## src/rtl/capbuf_pkg.sv

```systemverilog
package capbuf_pkg;
  typedef enum logic [2:0] {
    ST_IDLE,
    ST_ACQ,
    ST_WSET,
    ST_WPUL,
    ST_WDONE,
    ST_DL,
    ST_RSET,
    ST_RXMT
  } cap_state_t;
endpackage

```

## src/rtl/capbuf_addr_ctr.sv

```systemverilog
module capbuf_addr_ctr #(
  parameter int ADDR_W = 24
) (
  input  logic              clk,
  input  logic              rst,
  input  logic              clr,
  input  logic              inc,
  output logic [ADDR_W-1:0] cnt
);
  always_ff @(posedge clk) begin
    if (rst || clr) cnt <= '0;
    else if (inc)   cnt <= cnt + 1'b1;
  end

  // one step per completed access
  assert_ctr_step_R3: assert property (@(posedge clk) disable iff (rst)
    (inc && !clr) |=> (cnt == $past(cnt) + 1'b1));
  // clear takes the address to zero
  assert_ctr_clear_R2: assert property (@(posedge clk) disable iff (rst)
    clr |=> (cnt == '0));
endmodule

```

## src/rtl/capbuf_chip_dec.sv

```systemverilog
module capbuf_chip_dec #(
  parameter int CHIP_AW   = 19,
  parameter int NUM_CHIPS = 4,
  localparam int SEL_W    = $clog2(NUM_CHIPS)
) (
  input  logic                     clk,
  input  logic                     rst,
  input  logic                     active,
  input  logic [CHIP_AW+SEL_W-1:0] lin_addr,
  output logic [NUM_CHIPS-1:0]     cs_n,
  output logic [CHIP_AW-1:0]       chip_addr
);
  logic [SEL_W-1:0] chip_idx;
  assign chip_idx  = lin_addr[CHIP_AW +: SEL_W];
  assign chip_addr = lin_addr[CHIP_AW-1:0];

  for (genvar i = 0; i < NUM_CHIPS; i++) begin : g_cs
    assign cs_n[i] = !(active && (chip_idx == SEL_W'(i)));
  end

  // never more than one chip on the bus
  assert_cs_onehot_R4: assert property (@(posedge clk) disable iff (rst)
    $onehot0(~cs_n));
  // an access always enables exactly one chip
  assert_cs_active_R4: assert property (@(posedge clk) disable iff (rst)
    active |-> $onehot(~cs_n));
endmodule

```

## src/rtl/capbuf_chan_pick.sv

```systemverilog
module capbuf_chan_pick (
  input  logic       clk,
  input  logic       rst,
  input  logic       load,
  input  logic       cfg_addr,
  input  logic       cfg_single,
  input  logic       advance,
  input  logic       drive,
  input  logic       addr_lsb,
  output logic [1:0] adc_sel
);
  logic mode_addr, mode_single, tog, chan;

  always_ff @(posedge clk) begin
    if (rst) begin
      mode_addr   <= 1'b0;
      mode_single <= 1'b0;
      tog         <= 1'b0;
    end else if (load) begin
      mode_addr   <= cfg_addr;
      mode_single <= cfg_single;
      tog         <= 1'b0;
    end else if (advance) begin
      tog <= ~tog;
    end
  end

  always_comb begin
    if (mode_addr)        chan = addr_lsb;
    else if (mode_single) chan = 1'b0;
    else                  chan = tog;
  end

  assign adc_sel = drive ? (chan ? 2'b10 : 2'b01) : 2'b00;

  // at most one source drives the bus
  assert_sel_onehot_R6: assert property (@(posedge clk) disable iff (rst)
    $onehot0(adc_sel));
  // single-source capture never selects source 1
  assert_single_src_R6: assert property (@(posedge clk) disable iff (rst)
    (drive && !mode_addr && mode_single) |-> (adc_sel == 2'b01));
  // address-chosen source follows the address parity
  assert_addr_src_R7: assert property (@(posedge clk) disable iff (rst)
    (drive && mode_addr) |-> (adc_sel[1] == addr_lsb));
endmodule

```

## src/rtl/capbuf_fsm.sv

```systemverilog
module capbuf_fsm
  import capbuf_pkg::*;
#(
  parameter int ADDR_W    = 24,
  parameter int DATA_W    = 8,
  parameter int CHIP_AW   = 19,
  parameter int NUM_CHIPS = 4
) (
  input  logic              clk,
  input  logic              rst,
  input  logic              acq_start,
  input  logic              acq_stop,
  input  logic              dl_start,
  input  logic              sample_req,
  input  logic              tx_ready,
  input  logic [DATA_W-1:0] adc_data,
  input  logic [DATA_W-1:0] mem_din,
  input  logic [ADDR_W-1:0] cnt,
  output logic              ctr_clr,
  output logic              ctr_inc,
  output logic              cfg_load,
  output logic              src_adv,
  output logic              src_drive,
  output logic              access,
  output logic              mem_we_n,
  output logic              mem_oe_n,
  output logic [DATA_W-1:0] mem_dout,
  output logic [DATA_W-1:0] tx_data,
  output logic              tx_valid,
  output logic              done,
  output logic              overflow
);
  localparam logic [ADDR_W:0] POP = (ADDR_W+1)'(NUM_CHIPS) << CHIP_AW;

  cap_state_t        st, st_n;
  logic [ADDR_W-1:0] top;
  logic              top_v;
  logic              full;
  logic              stored_all;

  assign full       = ({1'b0, cnt} >= POP);
  assign stored_all = !top_v || (cnt > top);

  always_comb begin
    st_n = st;
    case (st)
      ST_IDLE:  if (acq_start) st_n = ST_ACQ;
                else if (dl_start) st_n = ST_DL;
      ST_ACQ:   if (acq_stop) st_n = ST_IDLE;
                else if (sample_req && !overflow && !full) st_n = ST_WSET;
      ST_WSET:  st_n = ST_WPUL;
      ST_WPUL:  st_n = ST_WDONE;
      ST_WDONE: st_n = ST_ACQ;
      ST_DL:    st_n = stored_all ? ST_IDLE : ST_RSET;
      ST_RSET:  st_n = ST_RXMT;
      ST_RXMT:  if (tx_ready) st_n = ST_DL;
      default:  st_n = ST_IDLE;
    endcase
  end

  always_ff @(posedge clk) begin
    if (rst) begin
      st       <= ST_IDLE;
      top      <= '0;
      top_v    <= 1'b0;
      done     <= 1'b0;
      overflow <= 1'b0;
      mem_dout <= '0;
      tx_data  <= '0;
    end else begin
      st <= st_n;
      case (st)
        ST_IDLE: begin
          if (acq_start) begin
            top_v    <= 1'b0;
            done     <= 1'b0;
            overflow <= 1'b0;
          end else if (dl_start) begin
            done <= 1'b0;
          end
        end
        ST_ACQ:   if (!acq_stop && sample_req && !overflow && full) overflow <= 1'b1;
        ST_WSET:  mem_dout <= adc_data;
        ST_WDONE: begin
          top   <= cnt;
          top_v <= 1'b1;
        end
        ST_DL:    if (stored_all) done <= 1'b1;
        ST_RSET:  tx_data <= mem_din;
        default:  ;
      endcase
    end
  end

  assign ctr_clr   = (st == ST_IDLE) && (acq_start || dl_start);
  assign ctr_inc   = (st == ST_WDONE) || ((st == ST_RXMT) && tx_ready);
  assign cfg_load  = (st == ST_IDLE) && acq_start;
  assign src_adv   = (st == ST_WDONE);
  assign src_drive = (st == ST_WSET);
  assign access    = (st == ST_WSET) || (st == ST_WPUL) || (st == ST_WDONE) || (st == ST_RSET);
  assign mem_we_n  = (st != ST_WPUL);
  assign mem_oe_n  = (st != ST_RSET);
  assign tx_valid  = (st == ST_RXMT);

  // overflow stays until the next accepted capture start
  assert_ovf_sticky_R8: assert property (@(posedge clk) disable iff (rst)
    (overflow && !((st == ST_IDLE) && acq_start)) |=> overflow);
  // no write once overflow is set
  assert_no_overflow_write_R8: assert property (@(posedge clk) disable iff (rst)
    overflow |-> mem_we_n);
  // offered byte held until accepted
  assert_tx_hold_R9: assert property (@(posedge clk) disable iff (rst)
    (tx_valid && !tx_ready) |=> (tx_valid && $stable(tx_data)));
  // done stays until the next accepted start
  assert_done_sticky_R10: assert property (@(posedge clk) disable iff (rst)
    (done && !((st == ST_IDLE) && (acq_start || dl_start))) |=> done);
  // a replay start cannot interrupt capture
  assert_mode_excl_R11: assert property (@(posedge clk) disable iff (rst)
    ((st == ST_ACQ) && dl_start && !acq_stop) |=> (st != ST_DL));
endmodule

```

## src/rtl/capbuf_seq.sv

```systemverilog
module capbuf_seq #(
  parameter int ADDR_W    = 24,
  parameter int DATA_W    = 8,
  parameter int CHIP_AW   = 19,
  parameter int NUM_CHIPS = 4,
  localparam int SEL_W    = $clog2(NUM_CHIPS)
) (
  input  logic                 clk,
  input  logic                 rst,
  input  logic                 acq_start,
  input  logic                 acq_stop,
  input  logic                 dl_start,
  input  logic                 chan_by_addr,
  input  logic                 single_chan,
  input  logic                 sample_req,
  input  logic [DATA_W-1:0]    adc_data,
  output logic [1:0]           adc_sel,
  output logic [CHIP_AW-1:0]   mem_addr,
  output logic [NUM_CHIPS-1:0] mem_cs_n,
  output logic                 mem_we_n,
  output logic                 mem_oe_n,
  output logic [DATA_W-1:0]    mem_dout,
  input  logic [DATA_W-1:0]    mem_din,
  output logic [DATA_W-1:0]    tx_data,
  output logic                 tx_valid,
  input  logic                 tx_ready,
  output logic                 done,
  output logic                 overflow
);
  logic [ADDR_W-1:0] cnt;
  logic ctr_clr, ctr_inc, cfg_load, src_adv, src_drive, access;

  capbuf_addr_ctr #(.ADDR_W(ADDR_W)) u_ctr (
    .clk(clk), .rst(rst), .clr(ctr_clr), .inc(ctr_inc), .cnt(cnt)
  );

  capbuf_chip_dec #(.CHIP_AW(CHIP_AW), .NUM_CHIPS(NUM_CHIPS)) u_dec (
    .clk(clk), .rst(rst), .active(access),
    .lin_addr(cnt[CHIP_AW+SEL_W-1:0]),
    .cs_n(mem_cs_n), .chip_addr(mem_addr)
  );

  capbuf_chan_pick u_pick (
    .clk(clk), .rst(rst), .load(cfg_load),
    .cfg_addr(chan_by_addr), .cfg_single(single_chan),
    .advance(src_adv), .drive(src_drive), .addr_lsb(cnt[0]),
    .adc_sel(adc_sel)
  );

  capbuf_fsm #(
    .ADDR_W(ADDR_W), .DATA_W(DATA_W), .CHIP_AW(CHIP_AW), .NUM_CHIPS(NUM_CHIPS)
  ) u_fsm (
    .clk(clk), .rst(rst),
    .acq_start(acq_start), .acq_stop(acq_stop), .dl_start(dl_start),
    .sample_req(sample_req), .tx_ready(tx_ready),
    .adc_data(adc_data), .mem_din(mem_din), .cnt(cnt),
    .ctr_clr(ctr_clr), .ctr_inc(ctr_inc), .cfg_load(cfg_load),
    .src_adv(src_adv), .src_drive(src_drive), .access(access),
    .mem_we_n(mem_we_n), .mem_oe_n(mem_oe_n), .mem_dout(mem_dout),
    .tx_data(tx_data), .tx_valid(tx_valid), .done(done), .overflow(overflow)
  );

  // memory and ADC never drive the shared bus together
  assert_bus_excl_R5: assert property (@(posedge clk) disable iff (rst)
    !(!mem_oe_n && (adc_sel != 2'b00)));
  // write pulse lasts one clock
  assert_we_one_cycle_R3: assert property (@(posedge clk) disable iff (rst)
    !mem_we_n |=> mem_we_n);
  // address, select and data held across write release
  assert_we_stable_R3: assert property (@(posedge clk) disable iff (rst)
    !mem_we_n |=> ($stable(mem_addr) && $stable(mem_dout) && $stable(mem_cs_n)));
  // a write and a read never overlap
  assert_we_oe_excl_R5: assert property (@(posedge clk) disable iff (rst)
    mem_we_n || mem_oe_n);
endmodule

```

## config.mk

```make
export PLATFORM = sky130hd
export DESIGN_NAME = capbuf_seq
export DESIGN_NICKNAME = d
export VERILOG_FILES = /design/src/rtl/capbuf_pkg.sv /design/src/rtl/capbuf_addr_ctr.sv /design/src/rtl/capbuf_chip_dec.sv /design/src/rtl/capbuf_chan_pick.sv /design/src/rtl/capbuf_fsm.sv /design/src/rtl/capbuf_seq.sv
export SDC_FILE = /design/constraint.sdc
export NUM_CORES = 1
export LEC_CHECK = 0
export BUFFER_PORTS_ARGS = -buffer_cell sky130_fd_sc_hd__buf_2
export CAP_MARGIN = 40
export CORE_MARGIN = 1.5
export CORE_UTILIZATION = 55
export DETAILED_ROUTE_END_ITERATION = 7
export GPL_ROUTABILITY_DRIVEN = 0
export GPL_TIMING_DRIVEN = 0
export PLACE_DENSITY_LB_ADDON = 0.1
export SYNTH_ARGS = -nofsm -noshare
export SYNTH_HDL_FRONTEND = slang
export SYNTH_SLANG_ARGS = --single-unit
```

## constraint.sdc

```tcl
create_clock -name clk -period 2.34 [get_ports clk]
set_clock_uncertainty 0.2 [all_clocks]
set_input_delay 0.234 -clock clk [delete_from_list [all_inputs] [get_ports clk]]
set_output_delay 0.234 -clock clk [all_outputs]
set_load 0.02 [all_outputs]
```

==> metrics.txt, run 1 <==
status finished, final reports clean; Critical path buffers and inverters 3; ANT nets after route 0; Core ar. around 6800 um2; EDFF count, synth 0; diodes inserted 0; delay-heaviest family, CP simple AND/OR/NAND/NOR gates; Final WS setup roughly 48 ps; Synth Flop Type dfxtp_1; DR DRC count 0; fmax 436 MHz; Fillers 550; CP arrival between 1500 and 2000 ps; CP cell instances clkbuf_4 -> inv_1 -> nor2_1 -> nor2_1 -> or3_1 -> buf_2; num ports 71; hold_sp sample_req; CP peak stage delay roughly 400 ps; Clk Latency, worst-skew pair 350 ps; Hold Slack between 30 and 40 ps; H-tree levels 3; Ys Warns 0; Die W around 86 um; class of the worst hold path input port to register; drt initial violations 199; total CTS buffers 9; drt total wl between 9000 and 10000 um; CTS root buf clkbuf_8; Pwr Density roughly 590 nW/um2; most frequent CP cell nor2_1; GRT Overall Usage a little over a quarter; Netlist cell types 51; DIE AREA ~7500 um2; initial antenna violation count 0; Vias between 3000 and 4000; grt total ovfl 0; Syn Inst Count about 490; largest net degree at the start of global routing 13; post-synth top area share a little under two fifths; most frequent cell after synthesis nand2_1; Synth Register Bits between 70 and 80; final instance area 4820 um2; max cap viols 0; ratio of cells with drive above 1 in the final layout between 20% and 30%; Final Cycle Share between 90 and 100%; final hold vios 0; Reg-to-Reg Start u_ctr.cnt[18]; DP Worst Slack -158 ps; Synth area leader dfxtp_1; die height 86.4 um; syn_nets around 540; worst slew pin tran 590 ps; HPWL Detailed around 6700 um; Num Clock Sinks 73; most common library cells after synthesis nand2_1, dfxtp_1, a21oi_1; Setup CP Type register to output pin; Setup-failing EPs final 0; CTS max path bufs 2; Worst setup startpoint u_fsm.st[1]; CP Data Required Time about 1900 ps; Syn Area/Cell between 7 and 8 um2; largest cells by area after synthesis dfxtp_1, nand2_1, ha_1, a21oi_1, buf_4; Max rail drop VDD between 0.3 and 0.4 mV; initial core utilization between 50% and 60%; ys async rst share 0%; Avg Vias per Cell 5.55; worst relative slew slack 60.1%; DR WL/cell between 10 and 15 um; IO buf count 69; vias in the first global route 3412; RSZ-0062 raised after global routing true; Placed Area around 4300 um2; sequential area share after synthesis 38.2%; Worst Path Max Fanout 10; drt pass-1 iters 4; Pins Over Slew Limit 0; row cnt 30; Area growth, synth to finish 26.1%; first-pass GRT wire length approximately 16000 um; Nets around 640; slowest cell on the critical path dfxtp_1; r2r setup slk around 70 ps; Worst setup SP type register; final design utilization 71.3%; crit path time final 2290 ps; synthesized area approximately 3800 um2; leakage slightly above 2 nW; Worst-path clk slew 80 ps; Worst Setup End Kind output pin; CTS tree built
cell usage in the layout, fill, tap and decap left out, types with 13 or more instances in the layout:
cell and n:
nand2_1 98, buf_2 74, dfxtp_1 65, a21oi_1 51, nor2_1 37, inv_1 33, ha_1 25, buf_4 21
nand3_1 20, dlygate4sd3_1 18, xor2_1 13
area by class of cell:
type / count / area (um2) / share of cell area (%)
Inverter: 33 / 124 / 2.57
Clock buffer: 11 / 151 / 3.14
Timing Repair Buffer: 89 / 541 / 11.2
Tap cell: 80 / 100 / 2.08
Clock inverter: 5 / 125 / 2.60
Sequential cell: 73 / 1470 / 30.5
Multi-Input combinational cell: 341 / 2070 / 42.9
Buffer: 40 / 240 / 4.98
layer usage:
metal / global-route usage, % / vias to the layer above / share of wire (%)
met5: 0 / - / 0
met4: 13.2 / 0 / 2.6
met3: 5.24 / 23 / 5.5
met2: 44.5 / 129 / 48
met1: 33.6 / 1739 / 43
li1: - / 1840 / -
registers in the layout, indices dropped and copies added (netlist names):
name / count
u_pick.tog: 1
u_fsm.st: 3
u_fsm.overflow: 1
u_fsm.top_v: 1
u_ctr.cnt: 24
u_fsm.done: 1
u_fsm.tx_data: 8
u_fsm.mem_dout: 8
u_pick.mode_addr: 1
u_pick.mode_single: 1
u_fsm.top: 24
worst reg2reg max path, delay by kind of cell, from the launching register on:
family                   cells  cell delay, ps
flip-flops                   1             440
adder cells (fa/ha/maj)      1             280
AND/OR/NAND/NOR              3             850
AO/OA/AOI/OAI                2             390
power breakdown:
group          total [mW]  switching (mW)  internal (mW)  leakage (nW)
sequential           1.27          0.0113           1.25         0.593
clock                1.35           0.481          0.873         0.140
combinational       0.226           0.138         0.0885          1.31
total                2.84           0.630           2.22          2.04
timing repair:
action,4_1_cts,5_1_grt
gates cloned,0,0
setup endpoints to repair,8,11
setup buffers,0,2
pin swaps,0,3
hold buffers,18,0
hold endpoints to repair,18,0
gates resized for setup,11,16
per-stage QoR:
| step | instances | total power [mW] | TNS [ps] |
|---|---|---|---|
| finish | 672 | 2.84 | 0 |
| global route | 672 | 2.93 | -74.6 |
| CTS | 670 | 2.84 | 0 |
| detailed placement | 636 | 1.48 | -268 |
| global placement | 636 | 1.48 | -138 |
| floorplan | 487 | 1.41 | 0 |
final timing paths:
| path | to | cells past startpoint |
|---|---|---|
| worst min-delay path | u_fsm.overflow | 3 |
| worst min register to register | u_fsm.top[1] | 2 |
| worst max-delay path | mem_cs_n[0] | 6 |
| worst max register to register | u_fsm.done | 6 |
cells by family (layout without fill, tap and decap cells):
family          count (synthesis)  after routing  share of synthesized area, %
compound gates                 86             86                          13.8
xor+xnor                       18             18                          4.13
fa+ha+maj                      26             26                          8.51
buf+inv                        73            178                          9.20
flops                          73             73                          38.2
mux                             2              2                         0.524
simple gates                  209            209                          25.6
Power figures use the tool's default switching activity.
==> run 2: changes to the inputs <==
--- a/config.mk
+++ b/config.mk
@@ -7,8 +7,11 @@
 export LEC_CHECK = 0
 export BUFFER_PORTS_ARGS = -buffer_cell sky130_fd_sc_hd__buf_2
 export CAP_MARGIN = 40
+export CELL_PAD_IN_SITES_DETAIL_PLACEMENT = 1
+export CELL_PAD_IN_SITES_GLOBAL_PLACEMENT = 1
+export CORE_ASPECT_RATIO = 0.8
 export CORE_MARGIN = 1.5
-export CORE_UTILIZATION = 55
+export CORE_UTILIZATION = 36
 export DETAILED_ROUTE_END_ITERATION = 7
 export GPL_ROUTABILITY_DRIVEN = 0
 export GPL_TIMING_DRIVEN = 0
==> run 2 against run 1 <==
  * Maximum frequency rose by 1.5%
  * Register-to-register slack barely moved
  * Count of clock-buffer cells in the layout rose by 2
  * Power fell by 1.3%
  * Sequential cell count did not move
  * Non-clock buffer count did not move
  * Global-route usage fell by 5.9 points
  * Final area rose by 1.5%
  * Clock power fell by 3%
  * Combinational power barely moved
  * Critical path type is now register to register
  * Largest power group unchanged
  * Highest routed layer unchanged
==> metrics.txt, run 2 (synthesis gave the netlist of run 1 again) <==
RSZ-0062 raised after global routing true; Worst-path clk slew 60 ps; Hold Slack about 59 ps; Pins Over Slew Limit 0; most frequent cells in the layout nand2_1, buf_2, dfxtp_1; fmax 443 MHz; CP Capture Point u_fsm.st[2]; register area roughly 1500 um2; Worst Setup End Kind register; GRT Overall Usage around a fifth; Worst setup startpoint u_ctr.cnt[23]; Pwr Density approximately 570 nW/um2; CP arrival between 2000 and 2500 ps; Worst Path Max Fanout 5; leakage 2.03 nW; CTS root buf clkbuf_16; Clk Latency, worst-skew pair ~330 ps; ANT nets after route 0; Multi-input gate area 2060 um2; DR DRC count 0; diodes inserted 0; CTS tree built; r2r setup slk just over 80 ps; HPWL Detailed 8390 um; Placed Area about 4300 um2; ratio of cells with drive above 1 in the final layout a little under a quarter; first-pass GRT wire length 18500 um; max cap viols 0; drt initial violations 116; Core ar. just over 10000 um2; Vias between 3000 and 4000; total CTS buffers 9; DIE AREA between 10000 and 15000 um2; Setup-failing EPs final 0; commonest non-fill, non-tap cell in the layout nand2_1; die height approximately 95 um; Max rail drop VDD 0.353 mV; Setup CP Type register to register; class of the worst hold path input port to register; CP Data Required Time approximately 2300 ps; Reg-to-Reg Start u_ctr.cnt[23]; CTS max path bufs 2; H-tree levels 3; status finished, final reports clean; crit path time final about 2300 ps; final instance area between 4000 and 5000 um2; Avg Vias per Cell about 5.0; row cnt 33; R2R Path End u_fsm.st[2]; Die W between 100 and 150 um; initial antenna violation count 0; drt total wl about 12000 um; largest net degree at the start of global routing 12; drt pass-1 iters 4; Fillers approximately 1300; final design utilization ~48%; vias in the first global route about 3600; Cells on Worst Hold Path 3; largest registers u_ctr.cnt x24, u_fsm.top x24; final hold vios 0; grt total ovfl 0; Nets about 640; Num Clock Sinks between 70 and 80; R2R depth 6; worst relative slew slack a little over three fifths; Area growth, synth to finish 28.0%; worst slew pin tran roughly 560 ps; initial core utilization 37.2%; num ports 71; DR WL/cell 15.8 um; Final Cycle Share a little over nine tenths; IO buf count 69; Worst setup SP type register
## run 2: power breakdown
part | leakage [nW] | switching, mW | internal [mW]
combinational | 1.30 | 0.141 | 0.0866
clock | 0.138 | 0.514 | 0.797
sequential | 0.593 | 0.0121 | 1.26
total | 2.03 | 0.667 | 2.14
## run 2: layout make-up
type / count / share of cell area [%]
multi-input cells: 341 / 42.1
flip-flops and latches: 73 / 30.1
repair buffers: 89 / 11.1
clock buffers: 13 / 5.53
plain buffers: 40 / 4.81
well taps: 140 / 3.58
inverters: 33 / 2.53
clock inverters: 2 / 0.256
## run 2: worst min path at each step
stage,slack (ps),end,start
2_1_floorplan,170,u_fsm.mem_dout[0],adc_data[0]
3_3_place_gp,240,u_fsm.mem_dout[5],u_fsm.mem_dout[5]
3_5_place_dp,250,u_fsm.mem_dout[3],u_fsm.mem_dout[3]
4_1_cts,40,u_fsm.overflow,sample_req
5_1_grt,80,u_fsm.st[2],dl_start
6_report,60,u_fsm.overflow,sample_req
## run 2: critical path, cell delays in order, from the launching register on
cell and delay (ps):
dfxtp_1 360, ha_1 340, nand4_1 170, buf_4 210
a2111oi_0 500, or4_4 240, o221ai_1 90
## run 2: metrics by stage
| step | TNS (ps) | worst slack [ps] | std cells | total power, mW |
|---|---|---|---|---|
| after floorplan | 0 | 250 | 487 | 1.41 |
| after global placement | -81.0 | -81.0 | 696 | 1.49 |
| after detailed placement | -102 | -99.8 | 696 | 1.49 |
| after CTS | 0 | 1.12 | 729 | 2.85 |
| after global routing | -63.5 | -35.0 | 731 | 2.92 |
| final | 0 | 81.5 | 731 | 2.81 |
## run 2: repair_timing
action,CTS,global route
hold buffers,18,0
gates cloned,0,0
endpoints found under the setup margin,8,26
resized for setup,10,15
buffers inserted,0,2
pin swaps,0,4
hold endpoints to repair,18,0
## run 2: routing by layer
metal	GRT usage, %	vias up	wire, um
met5	0	-	0
met2	34.5	47	5410
met1	28.0	1751	5620
li1	-	1846	-
met3	4.13	9	355
met4	6.91	0	135
==> run 3: changes to the inputs <==
--- a/config.mk
+++ b/config.mk
@@ -5,11 +5,12 @@
 export SDC_FILE = /design/constraint.sdc
 export NUM_CORES = 1
 export LEC_CHECK = 0
+export ABC_AREA = 1
 export BUFFER_PORTS_ARGS = -buffer_cell sky130_fd_sc_hd__buf_2
 export CAP_MARGIN = 40
 export CELL_PAD_IN_SITES_DETAIL_PLACEMENT = 1
 export CELL_PAD_IN_SITES_GLOBAL_PLACEMENT = 1
-export CORE_ASPECT_RATIO = 0.8
+export CORE_ASPECT_RATIO = 1.25
 export CORE_MARGIN = 1.5
 export CORE_UTILIZATION = 36
 export DETAILED_ROUTE_END_ITERATION = 7
==> run 3 against run 2 <==
  * Routed wire length down 2.6%
  * Non-clock buffer count down 13
  * Global-route usage up 0.40 points
  * Critical path type unchanged
==> metrics.txt, run 3 <==
drt total wl around 11000 um; final instance area 4800 um2; Placed Area approximately 4300 um2; final hold vios 0; CTS max path bufs 2; class of the worst hold path input port to register; status finished, final reports clean; HPWL Detailed 8530 um; largest registers u_ctr.cnt x24, u_fsm.top x24; Synth Flop Type dfxtp_1; CTS root buf clkbuf_16; Worst-path clk slew about 60 ps; CP Data Required Time approximately 2400 ps; max cap viols 0; largest net degree at the start of global routing 12; initial antenna violation count 0; Ys Warns 0; syn_nets a little under 600; DR WL/cell between 10 and 15 um; ratio of cells with drive above 1 in the final layout 21.5%; Synth area leader dfxtp_1; Pwr Density 707 nW/um2; Post-CTS Setup Repair Bufs 0; largest cells by area after synthesis dfxtp_1, ha_1, a21oi_1, inv_1, o21ai_0; IO buf count 70; drt pass-1 iters 4; Vias 3777; post-synthesis compound-gate area fraction between 10% and 20%; vias in the first global route roughly 3900; Setup TNS 0 ps; most frequent cells in the layout inv_1, nand2_1, buf_2; num ports slightly above 70; row cnt just over 40; Nets 675; Area growth, synth to finish 25.7%; Cells on Worst Hold Path 3; crit path time final 2170 ps; Synth Area in XOR/XNOR less than 1%; Final Cycle Share 92.7%; CP arrival 2200 ps; die height about 120 um; Int Pwr ~2.4 mW; switching power total 993 uW; RSZ-0062 raised after global routing true; sequential share of power about two fifths; Die W around 95 um; grt total ovfl 0; combinational power share 18.7%; GRT Overall Usage a little over a fifth; Adder-Cell Fraction of Synth Area around 8.5%; CTS tree built; multiplexer share of the synthesized area 0%; Clk Latency, worst-skew pair 340 ps; first-pass GRT wire length between 15000 and 20000 um; synthesized area approximately 3800 um2; H-tree levels 3; Core ar. 10200 um2; most common library cells after synthesis inv_1, dfxtp_1, nand2_1; Worst setup SP type register; Avg Vias per Cell ~5; Max rail drop VDD between 0.3 and 0.4 mV; EDFF count, synth 0; fmax ~460 MHz; Worst Path Max Fanout 8; Netlist cell types 35; Setup-failing EPs final 0; largest family of logic cells by synthesized area simple AND/OR/NAND/NOR gates; ys async rst share 0%; DR DRC count 0; most frequent cell after synthesis inv_1; Syn Area/Cell slightly above 7 um2; Setup CP Type register to register; clock network power share between 40% and 50%; Synth Register Bits 73; Pins Over Slew Limit 0; initial core utilization between 30% and 40%; post-synth top area share 38.2%; worst relative slew slack approximately half; Hold Slack slightly below 0.5 ps; sw frac around 30%; total CTS buffers 9; DIE AREA 11200 um2; sequential area share after synthesis about two fifths; R2R depth 12; diodes inserted 0; leakage 2.25 nW; worst slew pin tran 766 ps; ANT nets after route 0; Simple-Gate Fraction of Synth Area between 20% and 30%; Num Clock Sinks 73; drt initial violations 100; Worst Setup End Kind register; Syn Inst Count between 500 and 600; commonest non-fill, non-tap cell in the layout inv_1
[run 3: changes by cell type after synthesis, sizes merged, moves of 6 or more]
cell	change
xor2	-11
nand2	-20
clkbuf	-6
o21ai	+56
nor3	+8
inv	+47
nor2	+18
a21oi	+10
[run 3: kinds of logic (layout without fill, tap and decap cells)]
family | after synthesis | after routing
AO/OA/AOI/OAI | 130 | 130
adder cells (fa/ha/maj) | 26 | 26
AND/OR/NAND/NOR | 184 | 184
flip-flops | 73 | 73
XOR/XNOR | 2 | 2
buffers and inverters | 113 | 214
[run 3: critical path: stages (launching register included)]
cell and delay (ps):
dfxtp_2 360, ha_1 310, nand2_1 70, nor2_2 150, nand4_1 180, nor2_2 190
nand2_1 90, nand3_1 110, nand2_1 110, nand3_1 120, nand2_1 70, nand2_1 60
a21oi_1 50
[run 3: cell type report]
| cell class | instances | area [um2] |
|---|---|---|
| fill | 1351 | 5400 |
| tap | 129 | 161 |
| sequential | 73 | 1470 |
| clock inverter | 3 | 40.0 |
| clock buffer | 13 | 250 |
| timing repair buffer | 85 | 500 |
| buffer | 31 | 196 |
| multi-input combinational | 342 | 1880 |
| inverter | 82 | 312 |
[run 3: metal layers]
layer,wire [um],track usage [%],vias up
met4,147,7.46,0
li1,-,-,1904
met3,383,4.57,10
met2,5980,38.8,58
met1,4710,24.0,1805
met5,0,0,-
[run 3: stage by stage]
step	total power [mW]	setup WS, ps	utilization, %	std cells
after global routing	3.58	-19.1	47.1	758
after detailed placement	2.01	-8.15	42.4	727
after floorplan	1.80	482	-	528
after CTS	3.43	1.70	46.8	758
after global placement	1.98	7.33	42.4	727
final	3.40	170	47.1	758
[run 3: timing repair]
item,CTS,global route
resized for setup,3,12
setup endpoints to repair,5,33
cloned,0,0
endpoints found under the hold margin,18,0
hold buffers,15,0
pin swaps,0,3
[run 3: worst paths after layout]
kind                                        start                end  slack (ps)
worst max-delay path                u_ctr.cnt[13]        u_fsm.st[2]         170
worst min-delay path                  adc_data[5]  u_fsm.mem_dout[5]         0.5
worst max register to register      u_ctr.cnt[13]        u_fsm.st[2]         170
worst min register to register  u_fsm.mem_dout[1]  u_fsm.mem_dout[1]         240
[run 3: power groups by stage]
stage / sequential (mW) / clock [mW] / combinational (mW)
2_1_floorplan: 1.41 / 0 / 0.395
3_3_place_gp: 1.40 / 0 / 0.586
3_5_place_dp: 1.40 / 0 / 0.611
4_1_cts: 1.37 / 1.42 / 0.642
5_1_grt: 1.39 / 1.47 / 0.726
6_report: 1.37 / 1.39 / 0.633
